File: src/rtl/tfa_pkg.sv
package tfa_pkg;
    localparam int TILE_LINE_BYTES = 512;
    localparam int TILE_LINE_LOG2  = 9;
    localparam int TILE_LINES      = 128;
    localparam int TILE_SHIFT      = 16;

    typedef enum logic [2:0] {
        ST_IDLE,
        ST_TREQ,
        ST_TWAIT,
        ST_LINE,
        ST_LIN,
        ST_DONE
    } tfa_state_e;
endpackage

File: src/rtl/tfa_geom.sv
module tfa_geom #(
    parameter int ADDR_W = 32,
    parameter int DIM_W  = 12,
    parameter int LEN_W  = 15,
    parameter int LINE_W = 8
) (
    input  logic [1:0]        sel,
    input  logic [DIM_W-1:0]  w,
    input  logic [DIM_W-1:0]  h,
    input  logic [DIM_W-1:0]  tx,
    input  logic [DIM_W-1:0]  ty,
    input  logic [LINE_W-1:0] ln,
    output logic [DIM_W:0]    tpx,
    output logic [LINE_W-1:0] nlines,
    output logic [LEN_W-1:0]  lbytes,
    output logic [ADDR_W-1:0] dst,
    output logic              row_end,
    output logic              frame_end
);
    import tfa_pkg::*;

    logic [DIM_W:0]   rem_x, rem_y, px;
    logic [DIM_W+3:0] pxb;
    logic [ADDR_W-1:0] row;

    always_comb begin
        tpx       = (DIM_W+1)'(TILE_LINE_BYTES) >> sel;
        rem_x     = {1'b0, w} - {1'b0, tx};
        px        = (rem_x < tpx) ? rem_x : tpx;
        pxb       = {3'b000, px} << sel;
        lbytes    = LEN_W'(pxb);
        rem_y     = {1'b0, h} - {1'b0, ty};
        nlines    = (rem_y < (DIM_W+1)'(TILE_LINES)) ? LINE_W'(rem_y) : LINE_W'(TILE_LINES);
        row       = ADDR_W'(ty) + ADDR_W'(ln);
        dst       = ((row * ADDR_W'(w)) + ADDR_W'(tx)) << sel;
        row_end   = ({1'b0, tx} + tpx) >= {1'b0, w};
        frame_end = ({1'b0, ty} + (DIM_W+1)'(TILE_LINES)) >= {1'b0, h};
    end
endmodule

File: src/rtl/tfa_chunk.sv
module tfa_chunk #(
    parameter int ADDR_W      = 32,
    parameter int DIM_W       = 12,
    parameter int LEN_W       = 15,
    parameter int CHUNK_BYTES = 16384
) (
    input  logic [1:0]        sel,
    input  logic [DIM_W-1:0]  w,
    input  logic [DIM_W-1:0]  h,
    input  logic [ADDR_W-1:0] fbo,
    output logic [LEN_W-1:0]  clen,
    output logic              last
);
    logic [ADDR_W-1:0] total, rem;

    always_comb begin
        total = (ADDR_W'(w) * ADDR_W'(h)) << sel;
        rem   = total - fbo;
        last  = rem <= ADDR_W'(CHUNK_BYTES);
        clen  = last ? LEN_W'(rem) : LEN_W'(CHUNK_BYTES);
    end
endmodule

File: src/rtl/tile_fetch_agen.sv
module tile_fetch_agen #(
    parameter int ADDR_W      = 32,
    parameter int DIM_W       = 12,
    parameter int IDX_W       = 16,
    parameter int CHUNK_BYTES = 16384,   // power of two, 512 .. 65536
    localparam int LEN_W      = $clog2(CHUNK_BYTES) + 1,
    localparam int LINE_W     = $clog2(tfa_pkg::TILE_LINES) + 1,
    localparam int CO_W       = tfa_pkg::TILE_SHIFT + 1
) (
    input  logic              clk,
    input  logic              rst_n,
    input  logic              start,
    input  logic [ADDR_W-1:0] frm_ctrl,
    input  logic [1:0]        depth_sel,
    input  logic [DIM_W-1:0]  scr_w,
    input  logic [DIM_W-1:0]  scr_h,
    output logic              req_valid,
    input  logic              req_ready,
    output logic              req_table,
    output logic [ADDR_W-1:0] req_addr,
    output logic [LEN_W-1:0]  req_len,
    output logic [ADDR_W-1:0] req_dst,
    input  logic              rsp_valid,
    input  logic [15:0]       rsp_entry,
    output logic              done
);
    import tfa_pkg::*;

    typedef struct packed {
        tfa_state_e        st;
        logic [ADDR_W-1:0] tptr;
        logic              lin;
        logic [1:0]        sel;
        logic [DIM_W-1:0]  w;
        logic [DIM_W-1:0]  h;
        logic [IDX_W-1:0]  idx;
        logic [ADDR_W-1:0] tbase;
        logic [DIM_W-1:0]  tx;
        logic [DIM_W-1:0]  ty;
        logic [LINE_W-1:0] ln;
        logic [CO_W-1:0]   co;
        logic [ADDR_W-1:0] fbo;
    } scan_t;

    scan_t s_d, s_q;

    logic [DIM_W:0]    g_tpx;
    logic [LINE_W-1:0] g_nl;
    logic [LEN_W-1:0]  g_len, c_len;
    logic [ADDR_W-1:0] g_dst;
    logic              g_row_end, g_frame_end, c_last;
    logic [CO_W-1:0]   co_nx;
    logic [ADDR_W-1:0] ptr_in;

    tfa_geom #(.ADDR_W(ADDR_W), .DIM_W(DIM_W), .LEN_W(LEN_W), .LINE_W(LINE_W)) u_geom (
        .sel(s_q.sel), .w(s_q.w), .h(s_q.h), .tx(s_q.tx), .ty(s_q.ty), .ln(s_q.ln),
        .tpx(g_tpx), .nlines(g_nl), .lbytes(g_len), .dst(g_dst),
        .row_end(g_row_end), .frame_end(g_frame_end)
    );

    tfa_chunk #(.ADDR_W(ADDR_W), .DIM_W(DIM_W), .LEN_W(LEN_W), .CHUNK_BYTES(CHUNK_BYTES)) u_chunk (
        .sel(s_q.sel), .w(s_q.w), .h(s_q.h), .fbo(s_q.fbo),
        .clen(c_len), .last(c_last)
    );

    assign ptr_in = {frm_ctrl[ADDR_W-1:TILE_LINE_LOG2], TILE_LINE_LOG2'(0)};
    assign co_nx  = s_q.co + CO_W'(CHUNK_BYTES);

    always_comb begin
        s_d       = s_q;
        req_valid = 1'b0;
        req_table = 1'b0;
        req_addr  = '0;
        req_len   = '0;
        req_dst   = '0;
        done      = (s_q.st == ST_DONE);
        case (s_q.st)
            ST_IDLE: begin
                if (start) begin
                    s_d.tptr = ptr_in;
                    s_d.lin  = frm_ctrl[1];
                    s_d.sel  = depth_sel;
                    s_d.w    = scr_w;
                    s_d.h    = scr_h;
                    s_d.idx  = '0;
                    s_d.tx   = '0;
                    s_d.ty   = '0;
                    s_d.fbo  = '0;
                    if (!frm_ctrl[0] || ptr_in == '0 || scr_w == '0 || scr_h == '0)
                        s_d.st = ST_DONE;
                    else
                        s_d.st = ST_TREQ;
                end
            end
            ST_TREQ: begin
                req_valid = 1'b1;
                req_table = 1'b1;
                req_addr  = s_q.tptr + (ADDR_W'(s_q.idx) << 1);
                req_len   = LEN_W'(2);
                if (req_ready) s_d.st = ST_TWAIT;
            end
            ST_TWAIT: begin
                if (rsp_valid) begin
                    s_d.tbase = ADDR_W'(rsp_entry) << TILE_SHIFT;
                    s_d.idx   = s_q.idx + 1'b1;
                    s_d.ln    = '0;
                    s_d.co    = '0;
                    s_d.st    = s_q.lin ? ST_LIN : ST_LINE;
                end
            end
            ST_LINE: begin
                req_valid = 1'b1;
                req_addr  = s_q.tbase + (ADDR_W'(s_q.ln) << TILE_LINE_LOG2);
                req_len   = g_len;
                req_dst   = g_dst;
                if (req_ready) begin
                    if (LINE_W'(s_q.ln + 1'b1) == g_nl) begin
                        if (g_row_end) begin
                            s_d.tx = '0;
                            s_d.ty = s_q.ty + DIM_W'(TILE_LINES);
                            s_d.st = g_frame_end ? ST_DONE : ST_TREQ;
                        end else begin
                            s_d.tx = s_q.tx + DIM_W'(g_tpx);
                            s_d.st = ST_TREQ;
                        end
                    end else begin
                        s_d.ln = s_q.ln + 1'b1;
                    end
                end
            end
            ST_LIN: begin
                req_valid = 1'b1;
                req_addr  = s_q.tbase + ADDR_W'(s_q.co);
                req_len   = c_len;
                req_dst   = s_q.fbo;
                if (req_ready) begin
                    s_d.fbo = s_q.fbo + ADDR_W'(CHUNK_BYTES);
                    s_d.co  = co_nx;
                    if (c_last)                 s_d.st = ST_DONE;
                    else if (co_nx[TILE_SHIFT]) s_d.st = ST_TREQ;
                end
            end
            ST_DONE: s_d.st = ST_IDLE;
            default: s_d.st = ST_IDLE;
        endcase
    end

    always_ff @(posedge clk) begin
        if (!rst_n) begin
            s_q    <= '0;
            s_q.st <= ST_IDLE;
        end else begin
            s_q <= s_d;
        end
    end


    req_hold_chk: assert property (@(posedge clk) disable iff (!rst_n)
        req_valid && !req_ready |=> req_valid && $stable(req_addr) && $stable(req_len)
                                     && $stable(req_dst) && $stable(req_table));

    done_pulse_chk: assert property (@(posedge clk) disable iff (!rst_n)
        done |=> !done);

    done_quiet_chk: assert property (@(posedge clk) disable iff (!rst_n)
        done |-> !req_valid);

    table_len_chk: assert property (@(posedge clk) disable iff (!rst_n)
        req_valid && req_table |-> req_len == LEN_W'(2));

    burst_align_chk: assert property (@(posedge clk) disable iff (!rst_n)
        req_valid && !req_table |-> req_addr[TILE_LINE_LOG2-1:0] == '0);

    burst_len_chk: assert property (@(posedge clk) disable iff (!rst_n)
        req_valid && !req_table |-> req_len != '0 && req_len <= LEN_W'(CHUNK_BYTES));
endmodule

File: config.mk
export PLATFORM = sky130hd
export DESIGN_NAME = tile_fetch_agen
export DESIGN_NICKNAME = d
export VERILOG_FILES = /design/src/rtl/tfa_pkg.sv /design/src/rtl/tfa_geom.sv /design/src/rtl/tfa_chunk.sv /design/src/rtl/tile_fetch_agen.sv
export SDC_FILE = /design/constraint.sdc
export NUM_CORES = 1
export LEC_CHECK = 0
export ABC_AREA = 1
export BUFFER_PORTS_ARGS = -buffer_cell sky130_fd_sc_hd__buf_4
export CAP_MARGIN = 20
export CORE_ASPECT_RATIO = 0.5
export CORE_MARGIN = 2
export CORE_UTILIZATION = 49
export DETAILED_ROUTE_END_ITERATION = 6
export MAX_ROUTING_LAYER = met4
export PLACE_DENSITY_LB_ADDON = 0.3
export SYNTH_ARGS = -nofsm -noshare
export SYNTH_HDL_FRONTEND = slang
export SYNTH_HIERARCHICAL = 1
export SYNTH_SLANG_ARGS = --single-unit
export TNS_END_PERCENT = 20
File: constraint.sdc
create_clock -name clk -period 10.83 [get_ports clk]
set_input_delay 1.6245 -clock clk [delete_from_list [all_inputs] [get_ports clk]]
set_output_delay 1.6245 -clock clk [all_outputs]
set_load 0.02 [all_outputs]
==> metrics.csv, run 1 <==
metric;value;unit
Avg Synthesized Cell Area;6.36;µm²
n_diodes;0;
Rows;59;
slowest cell delay on critical path;0.96;ns
Final ANT Viol Nets;0;
CTS hold repair buffers;0;
DP HPWL;65100;µm
Die Span Y;166;µm
Crit-path slowest cell;dfxtp_1;
Worst Skew;0.0183;ns
root cell of the clock tree;clkbuf_16;
Max-Slew Margin vs Limit;24.9;%
post-route setup TNS;0;ns
Critical Path End Type;output port;
CTS H-Tree Depth;4;
Top Registers;s_q: 131 flops;
highest clock rate;0.0981;GHz
Die Area;54200;µm²
via count;26100;
Final Util;54.2;%
1st-pass router iterations;6;
Min-Delay Path Class;reg2reg;
DR WL/cell;16.4;µm
share of layout cells above drive strength 1;7.95;%
CTS tree;built;
Worst Path Required;9.21;ns
Core ar.;51800;µm²
Post-Syn Area;25600;µm²
crit path launch;s_q[137];
first-pass GRT wire length;129000;µm
worst-skew pair later-pin latency;0.46;ns
maximum VDD drop;0.000137;V
I/O Pins;161;
reg2reg setup slack;2.28;ns
Final Hold Vio Count;0;
IO buf count;152;
Reg-to-Reg End;s_q[190];
PD cells;220;nW/µm²
max FFs per register;131;
Worst setup SP type;flip-flop;
Setup Fix Bufs, Post-CTS;0;
final hold slack;0.471;ns
vias per cell;5.37;
status;complete, no violations;
number of DRC markers in iteration 0;2608;
Setup CP Type;reg2out;
Tmin final;10.19;ns
Setup crit end;req_len[2];
fin crit share;94.1;%
count of final max-slew check failures;0;
Reg clk slew, reported paths;0.07;ns
CP Data Arrival Time;8.57;ns
CTS resizes;0;
Clock Tree Buf Depth;2;
grt ovf;0;
Min-Delay Path Depth;2;
Area growth, synth to finish;9.77;%
Synth Warn #;6;
Worst-Margin Slew;1.13;ns
vias in the first global route;24900;
initial antenna violation count;0;
All-Layer GR Usage;30.4;%
setup violators final;0;
Biggest register;s_q;
Reg2Reg Depth;38;
Max Cap Violations;0;
Total Routed Length;79900;µm
Final Wtd Congestion;1.01;
clock sinks;131;
initial core utilization;49.4;%
CP max FO;15;
RSZ-0062 raised after global routing;no;
R2R Path Start;s_q[137];
Chip Width;327;µm
Mapped Cells;4024;
largest net degree at the start of global routing;67;
Leak;0.0146;µW
Nets;4715;
clock buffers created by TritonCTS;17;
DRC viols;0;
critical path: cells and delay by family (launching register included):
kind                       cells  cell delay, ns
DFF                            1            0.96
buffers and inverters          5            0.41
AOI/OAI and AO/OA              8            1.71
and+or+nand+nor               14            1.82
adders and majority gates      7            3.16
worst min-delay path by stage:
stage | start | endpoint
3_5_place_dp | s_q[168] | s_q[168]
4_1_cts | s_q[168] | s_q[168]
6_report | s_q[171] | s_q[171]
3_3_place_gp | s_q[171] | s_q[171]
2_1_floorplan | s_q[155] | s_q[155]
5_1_grt | s_q[165] | s_q[165]
cell type report:
cell class,count,area [µm²]
tap,701,877
sequential,131,2630
multi-input combinational,3047,19700
clock buffer,19,443
clock inverter,13,195
timing repair buffer,179,1340
fill,5292,23700
inverter,777,2920
metrics by stage:
| stage | instance area, µm² | worst slack, ns | total power, µW | cells |
|---|---|---|---|---|
| global route | 28100 | 0.0425 | 6810 | 4867 |
| detailed placement | 27500 | 1.31 | 5380 | 4835 |
| floorplan | 25800 | 2.47 | 4160 | 4072 |
| CTS | 28100 | 0.807 | 6060 | 4867 |
| global placement | 27500 | 1.39 | 5310 | 4834 |
| finish | 28100 | 0.640 | 6170 | 4867 |
placed cells by master (no fill, tap or decap), types with 25 or more instances in the layout:
cell type and count:
nand4_1 52, ha_1 254, nand3_1 273, fa_1 229, o21ai_0 149, conb_1 50
buf_4 179, xnor2_1 29, nand2_2 25, nor2_1 379, nor3_1 45, inv_1 743
dfxtp_1 129, nor2_2 32, nand2_1 1075, a21oi_1 222, xor2_1 43
per-layer routing:
metal	share of wire, %	global-route usage, %
met5	0	-
met4	2.2	7.60
met3	8.5	5.98
met2	43	46.6
met1	46	41.1
report_power, final:
part	leakage (µW)	total (µW)	switching [µW]	internal, µW
combinational	0.0132	4710	3140	1580
sequential	0.00107	799	220	579
clock	0.000307	661	264	396
(Power assumes the default switching activity.)
==> run 2, diff against run 1 <==
--- a/config.mk
+++ b/config.mk
@@ -5,7 +5,6 @@
 export SDC_FILE = /design/constraint.sdc
 export NUM_CORES = 1
 export LEC_CHECK = 0
-export ABC_AREA = 1
 export BUFFER_PORTS_ARGS = -buffer_cell sky130_fd_sc_hd__buf_4
 export CAP_MARGIN = 20
 export CORE_ASPECT_RATIO = 0.5
==> run 2 against run 1 <==
  * Synthesized cell count shrank 22%
  * Largest cell class unchanged
  * Sequential power is 21% lower
  * Largest power group unchanged
  * Critical path type unchanged
  * Highest routed layer unchanged
  * Setup slack worse by 0.34 ns
==> metrics.csv, run 2 <==
metric;value;unit;change
status;complete, no violations;;
DP HPWL;59900;µm;-8.1%
Final Hold Vio Count;0;;unchanged
Worst Path Required;9.21;ns;about the same
slowest cell delay on critical path;0.59;ns;-0.37 ns
CP Data Arrival Time;8.91;ns;+0.34 ns
Avg Synthesized Cell Area;7.88;µm²;+24%
Biggest register;s_q;;
setup violators final;0;;unchanged
Rows;58;;-1.7%
Total Routed Length;75900;µm;-5.0%
Mapped Cells;3143;;-22%
Synth Warn #;6;;unchanged
vias in the first global route;21600;;-13%
post-placement cell count;3928;;-19%
CTS H-Tree Depth;4;;unchanged
via count;23200;;-11%
I/O Pins;161;;unchanged
Min-Delay Path Class;reg2reg;;
Chip Width;322;µm;-1.6%
final hold slack;0.462;ns;-0.00911 ns
internal cell power;1860;µW;-27%
IO buf count;152;;unchanged
Tmin final;10.53;ns;+0.340 ns
crit path launch;s_q[133];;
Worst-Margin Slew;1.11;ns;-0.0142 ns
DRC viols;0;;unchanged
reg2reg setup slack;1.79;ns;-0.49 ns
most frequent CP cell;fa_1;;
P_sw;1950;µW;-46%
Setup crit end;req_len[7];;
Leak;0.0126;µW;-14%
Comb pwr share;67.4;%;-8.9 points
Crit-path slowest cell;fa_1;;
count of final max-slew check failures;0;;unchanged
# fillers;4637;;-12%
initial antenna violation count;1;;+1
number of DRC markers in iteration 0;2200;;-16%
clock buffers created by TritonCTS;17;;unchanged
Flop pwr share;16.5;%;+3.5 points
vias per cell;5.84;;+8.9%
Setup CP Type;reg2out;;
DR WL/cell;19.1;µm;+16%
Worst Skew;0.0139;ns;-0.00441 ns
1st-pass router iterations;6;;unchanged
switching fraction of total power;51.2;%;-7.5 points
maximum VDD drop;0.000111;V;-19%
Die Area;52500;µm²;-3.2%
clock sinks;131;;unchanged
Die Span Y;163;µm;-1.6%
Min-Delay Path Depth;2;;unchanged
CTS hold repair buffers;0;;unchanged
CP max FO;8;;-7
Nets;3861;;-18%
Core ar.;50100;µm²;-3.4%
Area growth, synth to finish;12.7;%;
largest net degree at the start of global routing;69;;+3.0%
CTS tree;built;;
most frequent cells in the layout;411 x nand2_1, 383 x inv_1, 253 x buf_4, 243 x ha_1, 226 x fa_1;;
Final ANT Viol Nets;0;;unchanged
initial core utilization;49.5;%;+0.074 points
Post-Syn Area;24800;µm²;-3.2%
n_diodes;0;;unchanged
Top Registers;s_q: 131 flops;;
PD cells;136;nW/µm²;-38%
fin crit share;97.2;%;+3.1 points
Reg clk slew, reported paths;0.06;ns;about the same
post-route insts no fill;3972;;-18%
grt ovf;0;;unchanged
share of layout cells above drive strength 1;13.9;%;+5.9 points
Reg2Reg Depth;36;;-5.3%
first-pass GRT wire length;119000;µm;-7.4%
RSZ-0062 raised after global routing;yes;;
commonest non-fill, non-tap cell in the layout;nand2_1;;
highest clock rate;0.0950;GHz;-3.2%
Critical Path End Type;output port;;
Final Wtd Congestion;0.942;;-6.9%
Reg-to-Reg End;s_q[190];;
clock power share;16.1;%;+5.4 points
Clock Tree Buf Depth;2;;unchanged
root cell of the clock tree;clkbuf_16;;
Max-Slew Margin vs Limit;25.9;%;+0.95 points
worst-skew pair later-pin latency;0.45;ns;about the same
R2R Path Start;s_q[133];;
All-Layer GR Usage;29.7;%;-0.64 points
max FFs per register;131;;unchanged
Max Cap Violations;0;;unchanged
Worst setup SP type;flip-flop;;
run 2: power groups by stage:
stage          clock network (µW)  logic [µW]  registers (µW)
2_1_floorplan                   0        1800             573
3_3_place_gp                    0        2410             628
3_5_place_dp                    0        2450             630
4_1_cts                       619        2470             623
5_1_grt                       638        2820             637
6_report                      612        2560             629
run 2: per-layer routing:
metal	GRT usage (%)	routed length [µm]	up-vias
li1	-	-	10900
met1	42.9	35500	11200
met2	42.4	32100	885
met3	4.89	6200	124
met4	8.81	2080	0
met5	-	0	-
run 2: worst min-delay path by stage:
stage,startpoint,end,slack (ns)
after floorplan,s_q[165],s_q[165],0.44
after global placement,s_q[165],s_q[165],0.45
after detailed placement,s_q[172],s_q[172],0.45
after CTS,s_q[172],s_q[172],0.46
after global routing,s_q[169],s_q[169],0.48
final,s_q[172],s_q[172],0.46
run 2: area by class of cell:
| cell class | instances | area (µm²) | share of cell area [%] |
|---|---|---|---|
| Clock buffer | 18 | 429 | 1.54 |
| Multi-Input combinational cell | 2501 | 20400 | 73.0 |
| Clock inverter | 14 | 164 | 0.587 |
| Timing Repair Buffer | 262 | 2000 | 7.16 |
| Tap cell | 660 | 826 | 2.96 |
| Sequential cell | 131 | 2680 | 9.60 |
| Inverter | 386 | 1450 | 5.19 |
run 2: worst max-delay path: cells and delay by family (launching register included):
family / cells / cell delay (ns)
AND/OR/NAND/NOR: 7 / 1.44
multiplexers: 2 / 0.36
buffers and inverters: 4 / 0.63
AO/OA/AOI/OAI: 11 / 2.17
adder cells (fa/ha/maj): 7 / 3.16
XOR/XNOR: 1 / 0.27
flip-flops: 1 / 0.41
run 2: what timing repair did:
item	4_1_cts	5_1_grt
endpoints found under the hold margin	0	0
cloned	0	0
setup endpoints to repair	15	15
gates resized for setup	32	66
pin swaps	4	27
setup buffers	1	9
run 2: per-stage QoR:
step	power [µW]	setup TNS (ns)	cell area [µm²]	worst slack, ns	utilization [%]
after detailed placement	3080	0	26900	0.110	53.7
final	3800	0	27900	0.300	55.8
after global routing	4090	-0.163	27900	-0.0764	55.8
after global placement	3040	0	26900	0.121	53.7
after CTS	3710	0	27600	0.00595	55.1
after floorplan	2380	0	25000	0.889	-
